### src/rtl/vwin_pkg.sv
package vwin_pkg;
    localparam int MODE_VRAM = 0;
    localparam int MODE_AUX  = 2;
    localparam int MODE_PSEL = 3;

    typedef enum logic [1:0] {
        SRC_NONE = 2'd0,
        SRC_VRAM = 2'd1,
        SRC_AUX  = 2'd2,
        SRC_ROM  = 2'd3
    } rd_src_e;
endpackage

### src/rtl/vwin_regs.sv
module vwin_regs #(
    parameter int DATA_W  = 8,
    parameter int PAGE_AW = 13,
    parameter int AUX_AW  = 11,
    parameter int PBANK_W = 4
) (
    input  logic               clk,
    input  logic               rst_n,
    input  logic               win_wr,
    input  logic [PAGE_AW-1:0] win_off,
    input  logic               ctl_wr,
    input  logic               bsw_wr,
    input  logic               sel_wr,
    input  logic [DATA_W-1:0]  wdata,
    output logic [DATA_W-1:0]  bankctl,
    output logic [DATA_W-1:0]  romsel,
    output logic [PBANK_W-1:0] pbank,
    output logic               wen,
    output logic               page,
    output logic               psel_hit,
    output logic               fill_start,
    output logic               shd_page,
    output logic [DATA_W-1:0]  shd_val
);
    import vwin_pkg::*;

    localparam int WEN_BIT   = DATA_W - 1;
    localparam int FILL_BIT  = DATA_W - 2;
    localparam int AUX_DEPTH = 1 << AUX_AW;
    localparam logic [DATA_W-1:0] PSEL_C = DATA_W'(MODE_PSEL);
    localparam logic [DATA_W-1:0] AUX_C  = DATA_W'(MODE_AUX);

    typedef struct packed {
        logic [DATA_W-1:0]  bankctl;
        logic [DATA_W-1:0]  romsel;
        logic [PBANK_W-1:0] pbank;
        logic               wen;
        logic               page;
        logic               shd_page;
        logic [DATA_W-1:0]  shd_val;
    } regs_t;

    regs_t q, d;
    logic  aux_wr_ok;

    always_comb begin
        d          = q;
        psel_hit   = win_wr && (q.bankctl == PSEL_C) && (win_off == '0)
                     && (wdata[DATA_W-1:1] == '0);
        aux_wr_ok  = win_wr && (q.bankctl == AUX_C) && q.wen
                     && (win_off < PAGE_AW'(AUX_DEPTH));
        fill_start = bsw_wr && wdata[FILL_BIT];
        if (ctl_wr) d.bankctl = wdata;
        if (sel_wr) d.romsel  = wdata;
        if (bsw_wr) begin
            d.pbank = wdata[PBANK_W-1:0];
            d.wen   = wdata[WEN_BIT];
        end
        if (psel_hit) begin
            d.page = wdata[0];
        end else if (aux_wr_ok) begin
            if (win_off == PAGE_AW'(0)) d.shd_page = wdata[0];
            if (win_off == PAGE_AW'(1)) d.shd_val  = wdata;
        end
    end

    always_ff @(posedge clk or negedge rst_n) begin
        if (!rst_n) q <= '0;
        else        q <= d;
    end

    assign bankctl  = q.bankctl;
    assign romsel   = q.romsel;
    assign pbank    = q.pbank;
    assign wen      = q.wen;
    assign page     = q.page;
    assign shd_page = q.shd_page;
    assign shd_val  = q.shd_val;

    // page bit moves only after a legal page-select write in mode 3
    a_r5_page_only_by_psel: assert property (@(posedge clk) disable iff (!rst_n)
        !$stable(q.page) |-> $past(win_wr && q.bankctl == PSEL_C && win_off == '0));

    // bank number moves only after a write to the bank-switch register
    a_r7_bank_only_by_write: assert property (@(posedge clk) disable iff (!rst_n)
        !$stable(q.pbank) |-> $past(bsw_wr));
endmodule

### src/rtl/vwin_fill.sv
module vwin_fill #(
    parameter int DATA_W  = 8,
    parameter int PAGE_AW = 13
) (
    input  logic               clk,
    input  logic               rst_n,
    input  logic               start,
    input  logic               page_in,
    input  logic [DATA_W-1:0]  val_in,
    output logic               busy,
    output logic               fill_we,
    output logic [PAGE_AW-1:0] fill_addr,
    output logic               fill_page,
    output logic [DATA_W-1:0]  fill_val
);
    localparam logic [PAGE_AW-1:0] LAST = {PAGE_AW{1'b1}};

    typedef struct packed {
        logic               busy;
        logic [PAGE_AW-1:0] cnt;
        logic               page;
        logic [DATA_W-1:0]  val;
    } fill_t;

    fill_t q, d;

    always_comb begin
        d = q;
        if (!q.busy) begin
            if (start) begin
                d.busy = 1'b1;
                d.cnt  = '0;
                d.page = page_in;
                d.val  = val_in;
            end
        end else if (q.cnt == LAST) begin
            d.busy = 1'b0;
        end else begin
            d.cnt = q.cnt + 1'b1;
        end
    end

    always_ff @(posedge clk or negedge rst_n) begin
        if (!rst_n) q <= '0;
        else        q <= d;
    end

    assign busy      = q.busy;
    assign fill_we   = q.busy;
    assign fill_addr = q.cnt;
    assign fill_page = q.page;
    assign fill_val  = q.val;

    // a fill only begins on a trigger
    a_r8_fill_needs_trigger: assert property (@(posedge clk) disable iff (!rst_n)
        $rose(q.busy) |-> $past(start));

    // consecutive busy cycles walk the page one byte at a time
    a_r8_addr_steps: assert property (@(posedge clk) disable iff (!rst_n)
        (q.busy && $past(q.busy)) |-> (q.cnt == PAGE_AW'($past(q.cnt) + 1'b1)));

    // target page and byte stay fixed for the whole fill
    a_r8_target_held: assert property (@(posedge clk) disable iff (!rst_n)
        (q.busy && $past(q.busy)) |-> ($stable(q.page) && $stable(q.val)));
endmodule

### src/rtl/vwin_route.sv
module vwin_route #(
    parameter int DATA_W     = 8,
    parameter int PAGE_AW    = 13,
    parameter int AUX_AW     = 11,
    parameter int ROMSEL_W   = 7,
    parameter int ROM_OFF_AW = 12
) (
    input  logic                         clk,
    input  logic                         rst_n,
    input  logic                         win_rd,
    input  logic                         win_wr,
    input  logic [PAGE_AW-1:0]           win_off,
    input  logic [DATA_W-1:0]            wdata,
    input  logic [DATA_W-1:0]            bankctl,
    input  logic [DATA_W-1:0]            romsel,
    input  logic                         wen,
    input  logic                         page,
    input  logic                         psel_hit,
    input  logic                         fill_busy,
    input  logic                         fill_we,
    input  logic [PAGE_AW-1:0]           fill_addr,
    input  logic                         fill_page,
    input  logic [DATA_W-1:0]            fill_val,
    input  logic [DATA_W-1:0]            vram_rdata,
    input  logic [DATA_W-1:0]            aux_rdata,
    input  logic [DATA_W-1:0]            rom_rdata,
    output logic                         vram_page,
    output logic [PAGE_AW-1:0]           vram_addr,
    output logic                         vram_we,
    output logic [DATA_W-1:0]            vram_wdata,
    output logic [AUX_AW-1:0]            aux_addr,
    output logic                         aux_we,
    output logic [DATA_W-1:0]            aux_wdata,
    output logic [ROMSEL_W+ROM_OFF_AW-1:0] rom_addr,
    output logic [DATA_W-1:0]            cpu_rdata
);
    import vwin_pkg::*;

    localparam int AUX_DEPTH = 1 << AUX_AW;
    localparam int ROM_DEPTH = 1 << ROM_OFF_AW;
    localparam logic [DATA_W-1:0] VRAM_C = DATA_W'(MODE_VRAM);
    localparam logic [DATA_W-1:0] AUX_C  = DATA_W'(MODE_AUX);

    typedef struct packed {
        rd_src_e src;
    } route_t;

    route_t q, d;
    logic   mode_vram, mode_aux, rom_hit, cpu_wr_ok;

    always_comb begin
        d         = q;
        mode_vram = (bankctl == VRAM_C);
        mode_aux  = (bankctl == AUX_C) && (win_off < PAGE_AW'(AUX_DEPTH));
        rom_hit   = (romsel != '0) && (win_off < PAGE_AW'(ROM_DEPTH));
        cpu_wr_ok = win_wr && !psel_hit && wen;

        d.src = SRC_NONE;
        if (win_rd) begin
            if (rom_hit)        d.src = SRC_ROM;
            else if (mode_vram) d.src = fill_busy ? SRC_NONE : SRC_VRAM;
            else if (mode_aux)  d.src = SRC_AUX;
        end

        if (fill_busy) begin
            vram_page  = fill_page;
            vram_addr  = fill_addr;
            vram_we    = fill_we;
            vram_wdata = fill_val;
        end else begin
            vram_page  = page;
            vram_addr  = win_off;
            vram_we    = cpu_wr_ok && mode_vram;
            vram_wdata = wdata;
        end

        aux_addr  = win_off[AUX_AW-1:0];
        aux_wdata = wdata;
        aux_we    = cpu_wr_ok && mode_aux;
        rom_addr  = {romsel[ROMSEL_W-1:0], win_off[ROM_OFF_AW-1:0]};

        case (q.src)
            SRC_VRAM: cpu_rdata = vram_rdata;
            SRC_AUX:  cpu_rdata = aux_rdata;
            SRC_ROM:  cpu_rdata = rom_rdata;
            default:  cpu_rdata = '0;
        endcase
    end

    always_ff @(posedge clk or negedge rst_n) begin
        if (!rst_n) q <= '0;
        else        q <= d;
    end

    // a ROM-sourced read was issued with a nonzero select
    a_r2_rom_needs_select: assert property (@(posedge clk) disable iff (!rst_n)
        (q.src == SRC_ROM) |-> ($past(romsel) != '0));

    // auxiliary reads only come from mode 2
    a_r4_aux_read_mode: assert property (@(posedge clk) disable iff (!rst_n)
        (q.src == SRC_AUX) |-> ($past(bankctl) == AUX_C));

    // no CPU-originated RAM write while the enable bit is clear
    a_r6_write_gated: assert property (@(posedge clk) disable iff (!rst_n)
        (aux_we || (vram_we && !fill_busy)) |-> wen);

    // no video read is served in a cycle after the fill owned the port
    a_r10_fill_blocks_read: assert property (@(posedge clk) disable iff (!rst_n)
        $past(fill_busy) |-> (q.src != SRC_VRAM));
endmodule

### src/rtl/vwin_ctrl.sv
module vwin_ctrl #(
    parameter int ADDR_W     = 16,
    parameter int DATA_W     = 8,
    parameter int PAGE_AW    = 13,
    parameter int AUX_AW     = 11,
    parameter int ROMSEL_W   = 7,
    parameter int ROM_OFF_AW = 12,
    parameter int PBANK_W    = 4,
    parameter logic [ADDR_W-1:0] WIN_BASE = 16'hC000,
    parameter logic [ADDR_W-1:0] CTL_ADDR = 16'hDFFF,
    parameter logic [ADDR_W-1:0] BSW_ADDR = 16'hF480,
    parameter logic [ADDR_W-1:0] SEL_ADDR = 16'hF500
) (
    input  logic                           clk,
    input  logic                           rst_n,
    input  logic [ADDR_W-1:0]              cpu_addr,
    input  logic [DATA_W-1:0]              cpu_wdata,
    input  logic                           cpu_rd,
    input  logic                           cpu_wr,
    output logic [DATA_W-1:0]              cpu_rdata,
    output logic [PBANK_W-1:0]             prog_bank,
    output logic                           fill_busy,
    output logic                           vram_page,
    output logic [PAGE_AW-1:0]             vram_addr,
    output logic                           vram_we,
    output logic [DATA_W-1:0]              vram_wdata,
    input  logic [DATA_W-1:0]              vram_rdata,
    output logic [AUX_AW-1:0]              aux_addr,
    output logic                           aux_we,
    output logic [DATA_W-1:0]              aux_wdata,
    input  logic [DATA_W-1:0]              aux_rdata,
    output logic [ROMSEL_W+ROM_OFF_AW-1:0] rom_addr,
    input  logic [DATA_W-1:0]              rom_rdata
);
    logic               in_win, win_rd, win_wr, ctl_wr, bsw_wr, sel_wr;
    logic [PAGE_AW-1:0] win_off;
    logic [DATA_W-1:0]  bankctl, romsel, shd_val, fill_val;
    logic               wen, page, psel_hit, fill_start, shd_page;
    logic               fill_we, fill_page;
    logic [PAGE_AW-1:0] fill_addr;

    always_comb begin
        in_win  = (cpu_addr[ADDR_W-1:PAGE_AW] == WIN_BASE[ADDR_W-1:PAGE_AW])
                  && (cpu_addr != CTL_ADDR);
        win_off = cpu_addr[PAGE_AW-1:0];
        win_rd  = cpu_rd && in_win;
        win_wr  = cpu_wr && in_win;
        ctl_wr  = cpu_wr && (cpu_addr == CTL_ADDR);
        bsw_wr  = cpu_wr && (cpu_addr == BSW_ADDR);
        sel_wr  = cpu_wr && (cpu_addr == SEL_ADDR);
    end

    vwin_regs #(.DATA_W(DATA_W), .PAGE_AW(PAGE_AW), .AUX_AW(AUX_AW),
                .PBANK_W(PBANK_W)) u_regs (
        .clk(clk), .rst_n(rst_n), .win_wr(win_wr), .win_off(win_off),
        .ctl_wr(ctl_wr), .bsw_wr(bsw_wr), .sel_wr(sel_wr), .wdata(cpu_wdata),
        .bankctl(bankctl), .romsel(romsel), .pbank(prog_bank), .wen(wen),
        .page(page), .psel_hit(psel_hit), .fill_start(fill_start),
        .shd_page(shd_page), .shd_val(shd_val)
    );

    vwin_fill #(.DATA_W(DATA_W), .PAGE_AW(PAGE_AW)) u_fill (
        .clk(clk), .rst_n(rst_n), .start(fill_start), .page_in(shd_page),
        .val_in(shd_val), .busy(fill_busy), .fill_we(fill_we),
        .fill_addr(fill_addr), .fill_page(fill_page), .fill_val(fill_val)
    );

    vwin_route #(.DATA_W(DATA_W), .PAGE_AW(PAGE_AW), .AUX_AW(AUX_AW),
                 .ROMSEL_W(ROMSEL_W), .ROM_OFF_AW(ROM_OFF_AW)) u_route (
        .clk(clk), .rst_n(rst_n), .win_rd(win_rd), .win_wr(win_wr),
        .win_off(win_off), .wdata(cpu_wdata), .bankctl(bankctl),
        .romsel(romsel), .wen(wen), .page(page), .psel_hit(psel_hit),
        .fill_busy(fill_busy), .fill_we(fill_we), .fill_addr(fill_addr),
        .fill_page(fill_page), .fill_val(fill_val), .vram_rdata(vram_rdata),
        .aux_rdata(aux_rdata), .rom_rdata(rom_rdata), .vram_page(vram_page),
        .vram_addr(vram_addr), .vram_we(vram_we), .vram_wdata(vram_wdata),
        .aux_addr(aux_addr), .aux_we(aux_we), .aux_wdata(aux_wdata),
        .rom_addr(rom_addr), .cpu_rdata(cpu_rdata)
    );

    // the mode-register write never reaches a RAM
    a_r1_ctl_write_no_ram: assert property (@(posedge clk) disable iff (!rst_n)
        (cpu_wr && cpu_addr == CTL_ADDR && !fill_busy) |-> (!vram_we && !aux_we));
endmodule

### config.mk
export PLATFORM = sky130hd
export DESIGN_NAME = vwin_ctrl
export DESIGN_NICKNAME = d
export VERILOG_FILES = /design/src/rtl/vwin_pkg.sv /design/src/rtl/vwin_regs.sv /design/src/rtl/vwin_fill.sv /design/src/rtl/vwin_route.sv /design/src/rtl/vwin_ctrl.sv
export SDC_FILE = /design/constraint.sdc
export NUM_CORES = 1
export LEC_CHECK = 0
export ABC_AREA = 1
export BUFFER_PORTS_ARGS = -buffer_cell sky130_fd_sc_hd__buf_4
export CAP_MARGIN = 20
export CORE_MARGIN = 2
export CORE_UTILIZATION = 50
export CTS_CLUSTER_DIAMETER = 200
export DETAILED_ROUTE_END_ITERATION = 16
export GPL_TIMING_DRIVEN = 0
export HOLD_SLACK_MARGIN = 0.03
export PLACE_DENSITY = 0.81
export SYNTH_ARGS = -nofsm -noshare
export SYNTH_HDL_FRONTEND = slang
export SYNTH_SLANG_ARGS = --single-unit
### constraint.sdc
create_clock -name clk -period 1.7 [get_ports clk]
set_input_delay 0.34 -clock clk [delete_from_list [all_inputs] [get_ports clk]]
set_output_delay 0.34 -clock clk [all_outputs]
set_load 0.02 [all_outputs]
==> results of run 1 <==
worst max-delay path by stage:
stage	startpoint	endpoint	depth (start not counted)	slack [ns]
after floorplan	cpu_addr[15]	vram_we	7	0.04
after global placement	u_fill.busy$_DFF_PN0_	vram_we	5	-0.15
after detailed placement	u_fill.busy$_DFF_PN0_	vram_we	5	-0.16
after CTS	u_regs.bankctl[2]$_DFFE_PN0P_	aux_we	6	-0.20
after global routing	u_regs.bankctl[2]$_DFFE_PN0P_	aux_we	6	-0.31
final	u_regs.bankctl[2]$_DFFE_PN0P_	aux_we	6	-0.26
power by group:
part	total, mW	switching [mW]	leakage, nW	internal, mW
sequential	1.33	0.000165	0.722	1.33
combinational	0.388	0.211	1.98	0.177
clock	0.915	0.476	0.0552	0.439
logic make-up after synthesis:
family,Yosys count,synth area share (%)
simple gates,239,30.1
flops,56,41.0
buf+inv,95,15.5
compound gates,70,11.2
xor+xnor,7,1.79
fa+ha+maj,1,0.366
sequential cells by signal (all words and copies together) (netlist names):
signal	count
u_fill.fill_addr	13
u_fill.fill_val	8
u_regs.bankctl	8
u_regs.romsel	8
u_regs.shd_val	8
u_regs.pbank	4
u_route.q	2
u_fill.busy	1
u_fill.fill_page	1
u_regs.page	1
u_regs.shd_page	1
u_regs.wen	1
per-stage QoR:
step | hold slack [ns] | power [mW] | setup slack (ns) | util [%] | area [um2]
floorplan | 0.0444 | 1.51 | 0.0419 | - | 3420
global placement | 0.428 | 1.72 | -0.147 | 66.5 | 4470
detailed placement | 0.436 | 1.72 | -0.164 | 66.5 | 4470
CTS | 0.0941 | 2.59 | -0.200 | 73.1 | 4910
global route | 0.114 | 2.69 | -0.307 | 84.0 | 5650
finish | 0.0323 | 2.63 | -0.265 | 84.0 | 5650
metal layers:
metal,track usage [%],vias to the layer above,wire [um],share of wire (%)
met4,8.95,0,741,5.3
met2,50.6,362,6910,50
met1,35.3,1965,4930,36
met3,5.14,84,1290,9.3
met5,0,-,0,0
li1,-,1803,-,-
cells in the final DEF, fill, tap and decap left out, types with 2 or more instances in the layout:
| cell type | instances |
|---|---|
| buf_12 | 5 |
| nor4_1 | 2 |
| inv_1 | 39 |
| dfrtp_2 | 5 |
| dfrtp_1 | 51 |
| o21ai_2 | 8 |
| inv_2 | 4 |
| nand3_2 | 4 |
| nor2_2 | 7 |
| clkbuf_1 | 3 |
| nor2_4 | 3 |
| nand2_4 | 12 |
| nor3_2 | 2 |
| nand4_1 | 5 |
| a21oi_1 | 3 |
| buf_2 | 3 |
| buf_4 | 163 |
| buf_6 | 29 |
| o21ai_4 | 19 |
| o21ai_1 | 12 |
| nand2_1 | 109 |
| o21ai_0 | 23 |
| buf_8 | 4 |
| clkbuf_16 | 6 |
| nand2_2 | 22 |
| clkbuf_8 | 5 |
| nor2_1 | 29 |
| xor2_1 | 6 |
| nand3_1 | 33 |
| nor3_1 | 4 |
| or2_2 | 2 |
cell type report:
class / instances / area [um2]
fillers: 349 / 1070
flip-flops and latches: 56 / 1410
inverters: 44 / 173
well taps: 80 / 100
repair buffers: 162 / 1450
clock buffers: 6 / 72.6
clock inverters: 2 / 35.0
plain buffers: 51 / 458
multi-input cells: 317 / 1950
worst register-to-register path, cell delays in order (launching register included):
cell      delay (ns)
dfrtp_1         0.42
nor2_4          0.17
nand3b_1        0.17
nor3_4          0.18
inv_2           0.07
buf_4           0.13
buf_6           0.11
buf_6           0.11
buf_6           0.10
buf_6           0.10
buf_6           0.11
a21oi_2         0.12
repair_timing:
item,CTS,global route
buffers inserted,16,17
gates cloned,1,6
endpoints found under the setup margin,41,54
gates resized for setup,71,128
endpoints found under the hold margin,0,0
hold buffers,0,0
pin swaps,5,30
==> metrics.cfg, run 1 <==
[cells_and_area]
final_cells = 718
drive_gt1_share_pct = 49.4
syn2layout_area_growth_pct = 65.2
antennaDiodeCount = 0
fin_nets = 690

[placed_design]
dpl.cell_count = 674
io_buffers = 126
gp_congestion = 0.933
hpwl_um = 7540

[critical_path]
regToRegStartpoint = u_regs.bankctl[2]$_DFFE_PN0P_
worstReg2RegEnd = u_route.q[1]$_DFF_PN0_
critPathMaxFanout = 3
worst-path-buf-inv = 2
slowest_stage = dfrtp_1
cp.required_ns = 1.36
max_stage_delay_ns = 0.42
worstSetupPathType = reg2out
cpLargestDelayFamily = simple AND/OR/NAND/NOR gates
endpoint_kind = output pin
rrSetupSlack_ns = -0.15
worstPathArrival_ns = 1.62
cp-start-kind = flop
r2r.worst_path.cells = 11
crit_chain = nor2_4 > nand3b_1 > nor3_4 > inv_2 > nor3_2 > buf_4

[synth]
netlist_area_um2 = 3420
synth_top_area_share_pct = 41.0
synth_edf_count = 0
avgSynthCellArea_um2 = 7.30
syn_inst = 468
synth_common_cells = 139 x nand2_1, 56 x dfrtp_1, 44 x inv_1
ys_ff_latch = 56
ys_warn_count = 0
ys.flop_type = dfrtp_1
yosysMostFrequentCell = nand2_1
ys_top_cells_by_area = dfrtp_1 41%, nand2_1 15%, buf_4 8.6%
synth_cell_type_count = 29
yosysSeqAreaShare_pct = 41.0
async_flop_share_pct = 100
yosysTopAreaCell = dfrtp_1
syn-num-nets = 521

[timing]
max_freq_ghz = 0.509
fin_tns_setup_ns = -1.68
timing.final.crit_share_pct = 116
fin_ws_ns = -0.265
finalSetupViolCount = 33
drv_slew = 0
hold_viol = 0
rsz0062_at_grt = true
fin_worst_skew_ns = 0.0128
slew_headroom_pct = 51.5
worst_pin_slew_ns = 0.727
finalCriticalPeriod_ns = 1.96

[power_and_ir_drop]
p_per_area_nw_per_um2 = 467
vdd_ir_drop_max_uv = 568
leakagePower_nw = 2.76

[clocking]
clock-sinks = 56
cts-root-buf = clkbuf_8
clk_pin_slew_worst_paths_ns = 0.11
cts_tree = built
cts_inserted_buffers = 5
cts_max_level = 2
clk_path_buf_depth = 2
clk_latency_ns = 0.33

[global_route]
grt_use_total_pct = 28.6
grt_max_degree = 57
antenna_found_initial = 0
grt_pass1_wl_um = 17000
grt_remaining_overflow = 0
grt_pass1_vias = 3550

[hold_path]
hp-class = in2async

[flow_run]
cap_violations = 0

[detailed_routing]
ant_nets = 0
vias_per_cell = 5.87
vias = 4214
drt-total-wl_um = 13900
drtPass1Iterations = 5
drtIter0Drc = 478
detail_route.wl_per_cell_um = 19.3
drc_errors = 0

[floorplan]
chipHeight_um = 86.7
pin_count = 127
die_w_um = 86.7
core-area_um2 = 6720
dieArea_um2 = 7510
num_rows = 30
start_util_pct = 50.9

[outcome]
outcome = finished with violations
violations = negative setup slack

(Power assumes the default switching activity.)
==> inputs of run 2 (changes only) <==
--- a/config.mk
+++ b/config.mk
@@ -11,5 +11,5 @@
 export CORE_MARGIN = 2
 export CORE_UTILIZATION = 50
-export CTS_CLUSTER_DIAMETER = 200
+export CTS_CLUSTER_DIAMETER = 150
 export DETAILED_ROUTE_END_ITERATION = 16
 export GPL_TIMING_DRIVEN = 0
==> constraint.sdc (replaced) <==
create_clock -name clk -period 1.7 [get_ports clk]
set_input_delay 0.085 -clock clk [delete_from_list [all_inputs] [get_ports clk]]
set_output_delay 0.085 -clock clk [all_outputs]
set_load 0.02 [all_outputs]
==> run 2 against run 1 <==
Compared with the run above:
- the run now ends clean
- via count is 16% lower
- combinational power is 5.4% lower
- count of clock-buffer cells in the layout is 1 lower
- non-clock buffer count is 25 lower
- fmax is 20% higher
- worst hold slack better by 0.0076 ns
- register-to-register slack better by 0.27 ns
- cell area is 16% lower
- global-route usage is 1.3 points lower
- critical path depth stayed put
- clock skew is 0.0032 ns lower
- setup slack better by 0.32 ns
==> metrics.cfg, run 2 (same netlist as run 1, synthesis figures left out) <==
[detailed_routing]
drt-total-wl_um = 9970
drtPass1Iterations = 5
ant_nets = 0
vias = 3543
vias_per_cell = 5.12
detail_route.wl_per_cell_um = 14.4
drtIter0Drc = 252
drc_errors = 0

[timing]
finalSetupViolCount = 0
timing.final.crit_share_pct = 96.6
worst_pin_slew_ns = 0.719
fin_ws_ns = 0.0586
rsz0062_at_grt = true
drv_slew = 0
finalCriticalPeriod_ns = 1.64
hold_viol = 0
slew_headroom_pct = 52.0
fin_worst_skew_ns = 0.00957
max_freq_ghz = 0.609

[cells_and_area]
layout_commonest_cell = buf_4
largest_reg_flops = 13
fin_nets = 665
drive_gt1_share_pct = 36.4
layout_common_cells = 174 x buf_4, 138 x nand2_1, 56 x dfrtp_1, 44 x inv_1, 40 x o21ai_0
design_area_um2 = 4740
antennaDiodeCount = 0
syn2layout_area_growth_pct = 38.8

[clocking]
clk_latency_ns = 0.31
cts-root-buf = clkbuf_8
cts_max_level = 2
clock-sinks = 56
clk_path_buf_depth = 2
cts_inserted_buffers = 5
clk_pin_slew_worst_paths_ns = 0.10
cts_tree = built

[critical_path]
crit_chain = nor2_4 > nand2_2 > nor3_2 > inv_1 > nor3_2 > buf_4
worstPathArrival_ns = 1.56
cpMostUsedCell = nor3_2
max_stage_delay_ns = 0.43
critPathMaxFanout = 3
r2r.worst_path.cells = 12
cp.required_ns = 1.62
worstSetupPathType = reg2out
endpoint_kind = output pin
slowest_stage = dfrtp_1
cp-start-kind = flop

[floorplan]
pin_count = 127
start_util_pct = 50.9
chipHeight_um = 86.7
core-area_um2 = 6720
dieArea_um2 = 7510
die_w_um = 86.7
num_rows = 30

[global_route]
grt_use_total_pct = 27.3
grt_max_degree = 57
antenna_found_initial = 0
grt_remaining_overflow = 0
grt_pass1_vias = 3420
grt_pass1_wl_um = 16300

[power_and_ir_drop]
p_comb_share_pct = 13.5
leakagePower_nw = 2.45
swShare_pct = 23.1
sequentialPowerShare_pct = 48.9
p_switching_uw = 628
power_mw = 2.72
p_per_area_nw_per_um2 = 573
vdd_ir_drop_max_uv = 570
p_clk_share_pct = 37.6
power.internal_mw = 2.09

[placed_design]
io_buffers = 126
gp_congestion = 0.941
place_ws_ns = -0.0267
hpwl_um = 7370
place_area_um2 = 4460

[hold_path]
hp-class = in2reg
whs_path_depth = 3

[flow_run]
cap_violations = 0

[outcome]
outcome = completed

[run 2: changes by cell type in the layout (fill, tap and decap cells not counted), sizes merged]
cell	previous run	this run
dlygate4sd3	0	3
buf	205	180
clkbuf	14	10
bufinv	1	2
clkinv	1	0
[run 2: repair_timing]
| action | in CTS | in global routing |
|---|---|---|
| hold endpoints to repair | 58 | 0 |
| buffers inserted | 6 | 2 |
| pin swaps | 4 | 6 |
| setup endpoints to repair | 25 | 25 |
| gates resized for setup | 11 | 15 |
| hold buffers | 3 | 0 |
[run 2: final cells by class]
class	count	area [um2]
clock buffers	5	68.8
flip-flops and latches	56	1400
plain buffers	51	374
fillers	579	1970
inverters	44	165
clock inverters	2	60.1
well taps	80	100
repair buffers	137	1040
multi-input cells	317	1540
[run 2: worst max-delay path, delay by kind of cell (launching register included)]
| family | cells | cell delay [ns] |
|---|---|---|
| flops | 1 | 0.43 |
| buf+inv | 2 | 0.26 |
| simple gates | 4 | 0.56 |
[run 2: power groups by stage]
| stage | Sequential [mW] | Clock [mW] | Combinational [mW] |
|---|---|---|---|
| after global placement | 1.36 | 0 | 0.358 |
| after global routing | 1.33 | 1.08 | 0.396 |
| after floorplan | 1.36 | 0 | 0.147 |
| after detailed placement | 1.36 | 0 | 0.363 |
| after CTS | 1.33 | 1.02 | 0.370 |
| final | 1.33 | 1.02 | 0.367 |
[run 2: worst paths after layout]
path,start,endpoint,slack [ns]
hold / removal,cpu_wdata[0],u_regs.page$_DFFE_PN0P_,0.04
hold reg to reg,u_regs.shd_val[6]$_DFFE_PN0P_,u_regs.shd_val[6]$_DFFE_PN0P_,0.49
setup / recovery,u_regs.bankctl[5]$_DFFE_PN0P_,aux_we,0.06
min in group asynchronous,rst_n,u_fill.fill_addr[3]$_DFFE_PN0P_,0.34
setup reg to reg,u_regs.bankctl[2]$_DFFE_PN0P_,u_regs.shd_page$_DFFE_PN0P_,0.12
max in group asynchronous,rst_n,u_regs.shd_val[2]$_DFFE_PN0P_,0.86
[run 2: layer usage]
layer  vias to the layer above  share of wire (%)  global-route usage, %
met4                         0                1.6                   7.95
met1                      1639                 42                   35.5
li1                       1739                  -                      -
met5                         -                  0                      0
met2                       151                 49                   46.4
met3                        14                7.6                   5.14
[run 2: stage by stage]
step	hold slack [ns]	utilization, %	cells	TNS, ns
3_5_place_dp	0.184	66.4	674	-0.0941
4_1_cts	0.0393	69.9	690	0
2_1_floorplan	-0.211	-	468	0
6_report	0.0399	70.6	692	0
5_1_grt	0.0649	70.6	692	-0.0728
3_3_place_gp	0.174	66.4	674	0
==> inputs of run 3 (changes only) <==
CAP_MARGIN = default   (was 20)
PLACE_DENSITY = 0.79   (was 0.81)
SYNTH_HIERARCHICAL = 1   (was default)
clock period = 1.9 ns   (was 1.7 ns; I/O delays follow)
==> run 3 against run 2 <==
Compared with the run above:
- register-to-register slack about the same
- critical path type unchanged
- via count grew 1.8%
- critical endpoint is now vram_wdata[3]
- largest cell class unchanged
- setup slack better by 0.019 ns
==> metrics.cfg, run 3 <==
[synth]
synth_top_area_share_pct = 37.2
yosysTopAreaCell = dfrtp_1
synth_top_family_by_area = simple AND/OR/NAND/NOR gates
syn_inst = 503
async_flop_share_pct = 100
post_synth_fa_ha_maj_area_fraction_pct = 0.664
synth_cell_type_count = 31
synth-compound-area-share_pct = 5.91
synth_edf_count = 0
syn-num-nets = 557
synth_mux_area_share_pct = 7.87
yosysSeqAreaShare_pct = 37.2
yosys.area_share.simple_pct = 32.4
yosysMostFrequentCell = nand2_1
ys.flop_type = dfrtp_1
avgSynthCellArea_um2 = 7.49
ys_top_cells_by_area = dfrtp_1 37%, nand2_1 15%, buf_4 7.8%
ys_ff_latch = 56
synth_xor_area_share_pct = 0.232
ys_warn_count = 6
synth_common_cells = 155 x nand2_1, 56 x dfrtp_1, 53 x nor2_1
netlist_area_um2 = 3770

[clocking]
cts_inserted_buffers = 5
clk_path_buf_depth = 2
clock-sinks = 56
cts-root-buf = clkbuf_8
clk_latency_ns = 0.32
clk_pin_slew_worst_paths_ns = 0.09
cts_max_level = 2
cts_tree = built

[hold_path]
hp-class = in2reg
whs_path_depth = 3
hold_start = cpu_wdata[4]
min_to = u_regs/bankctl[4]$_DFFE_PN0P_

[floorplan]
start_util_pct = 51.7
num_rows = 31
die_w_um = 90.8
chipHeight_um = 90.8
pin_count = 127
dieArea_um2 = 8250
core-area_um2 = 7290

[critical_path]
r2r.worst_path.cells = 8
rrSetupSlack_ns = 0.12
worstReg2RegEnd = u_fill/fill_addr[0]$_DFFE_PN0P_
crit_chain = buf_6 > buf_6 > mux2_4 > buf_4
endpoint_kind = output pin
regToRegStartpoint = u_fill/fill_addr[0]$_DFFE_PN0P_
slowest_stage = dfrtp_2
max_stage_delay_ns = 0.53
cp.required_ns = 1.80
cpMostUsedCell = buf_6
cp-start-kind = flop
worstPathArrival_ns = 1.73
worstSetupPathType = reg2out
critPathMaxFanout = 10

[timing]
fin_worst_skew_ns = 0.0120
finalSetupViolCount = 0
max_freq_ghz = 0.549
timing.final.crit_share_pct = 95.9
finalCriticalPeriod_ns = 1.82
worst_pin_slew_ns = 0.688
slew_headroom_pct = 54.2
drv_slew = 0
whs_ns = 0.0425
hold_viol = 0

[detailed_routing]
vias_per_cell = 4.87
drc_errors = 0
drtPass1Iterations = 4
ant_nets = 0
vias = 3607
drtIter0Drc = 215
detail_route.wl_per_cell_um = 13.1
drt-total-wl_um = 9700

[power_and_ir_drop]
p_per_area_nw_per_um2 = 437
vdd_ir_drop_max_uv = 388
power_mw = 2.18
leakagePower_nw = 2.78

[cells_and_area]
largest_reg_flops = 13
final_util_pct = 68.6
syn2layout_area_growth_pct = 32.8
drive_gt1_share_pct = 39.3
fin_nets = 695
layout_commonest_cell = buf_4
final_cells = 741
layout_common_cells = 165 x buf_4, 153 x nand2_1, 54 x dfrtp_1, 52 x nor2_1, 47 x inv_1
antennaDiodeCount = 0

[global_route]
grt_use_total_pct = 23.8
grt_pass1_wl_um = 16100
grt_max_degree = 57
grt_pass1_vias = 3386
met1_usage_pct = 31.8
grt_remaining_overflow = 0
busiest_layer = met2
antenna_found_initial = 0
met2_usage_pct = 40.7
grt_use_met3_pct = 4.26

[placed_design]
io_buffers = 126
gp_congestion = 0.886
dpl.cell_count = 728
hpwl_um = 7450

[flow_run]
cap_violations = 0

[outcome]
outcome = completed

-- run 3: cell count changes in the layout (fill, tap and decap cells not counted), moves of 4 or more --
cell     previous run  this run
a21oi_1             5        17
nand2_2             4        12
nor2_1             28        52
o21ai_1            15         0
buf_6               1         5
o21ai_0            40        10
nand2_1           138       153
nor2_2              9         5
mux2_4              0        16
xor2_1              6         1
buf_4             174       165
inv_2               0         8
mux2_2              0         5
-- run 3: layout make-up --
class	count	area [um2]
fillers	614	2290
multi-input cells	341	1800
flip-flops and latches	56	1400
repair buffers	131	997
plain buffers	50	384
inverters	56	210
well taps	99	124
clock buffers	5	68.8
clock inverters	3	21.3
-- run 3: where the power goes --
group	internal [mW]	switching [mW]
Sequential	1.19	0.000236
Combinational	0.167	0.170
Clock	0.262	0.394
Total	1.62	0.564
-- run 3: per-layer routing --
| layer | wire length (um) | part of all wire, % |
|---|---|---|
| met2 | 4610 | 48 |
| met3 | 800 | 8.2 |
| met1 | 4210 | 43 |
| met5 | 0 | 0 |
| met4 | 77 | 0.79 |
-- run 3: through the flow --
stage | setup slack, ns | setup TNS [ns] | instance area [um2]
2_1_floorplan | 0.424 | 0 | 3770
3_3_place_gp | 0.0343 | 0 | 4840
3_5_place_dp | -0.00424 | -0.00633 | 4840
4_1_cts | 0.00861 | 0 | 4970
5_1_grt | -0.00457 | -0.00457 | 5000
6_report | 0.0777 | 0 | 5000
-- run 3: cells by family (layout without fill, tap and decap cells) --
logic type / Yosys count / count (layout)
flip-flops: 56 / 56
adder cells (fa/ha/maj): 2 / 2
multiplexers: 21 / 21
buffers and inverters: 106 / 245
AO/OA/AOI/OAI: 37 / 37
XOR/XNOR: 1 / 1
AND/OR/NAND/NOR: 280 / 280
-- run 3: worst max-delay path by stage --
| stage | from | to | slack, ns | depth (start not counted) |
|---|---|---|---|---|
| 2_1_floorplan | u_fill/busy$_DFF_PN0_ | vram_addr[12] | 0.42 | 3 |
| 3_3_place_gp | cpu_addr[6] | vram_we | 0.03 | 15 |
| 3_5_place_dp | cpu_addr[5] | u_fill/fill_addr[3]$_DFFE_PN0P_ | -0.004 | 13 |
| 4_1_cts | cpu_addr[6] | vram_we | 0.009 | 15 |
| 5_1_grt | u_regs/bankctl[6]$_DFFE_PN0P_ | aux_we | -0.005 | 10 |
| 6_report | u_fill/busy$_DFF_PN0_ | vram_wdata[3] | 0.08 | 4 |
-- run 3: worst max-delay path, delay by kind of cell, from the launching register on --
family | cells | cell delay, ns
buffers and inverters | 3 | 0.57
DFF | 1 | 0.53
muxes | 1 | 0.32
-- run 3: what timing repair did --
item,4_1_cts,5_1_grt
gates resized for setup,1,10
gates cloned,0,0
buffers inserted,0,1
setup endpoints to repair,10,2
endpoints found under the hold margin,59,0
pin swaps,0,4
hold buffers,4,0
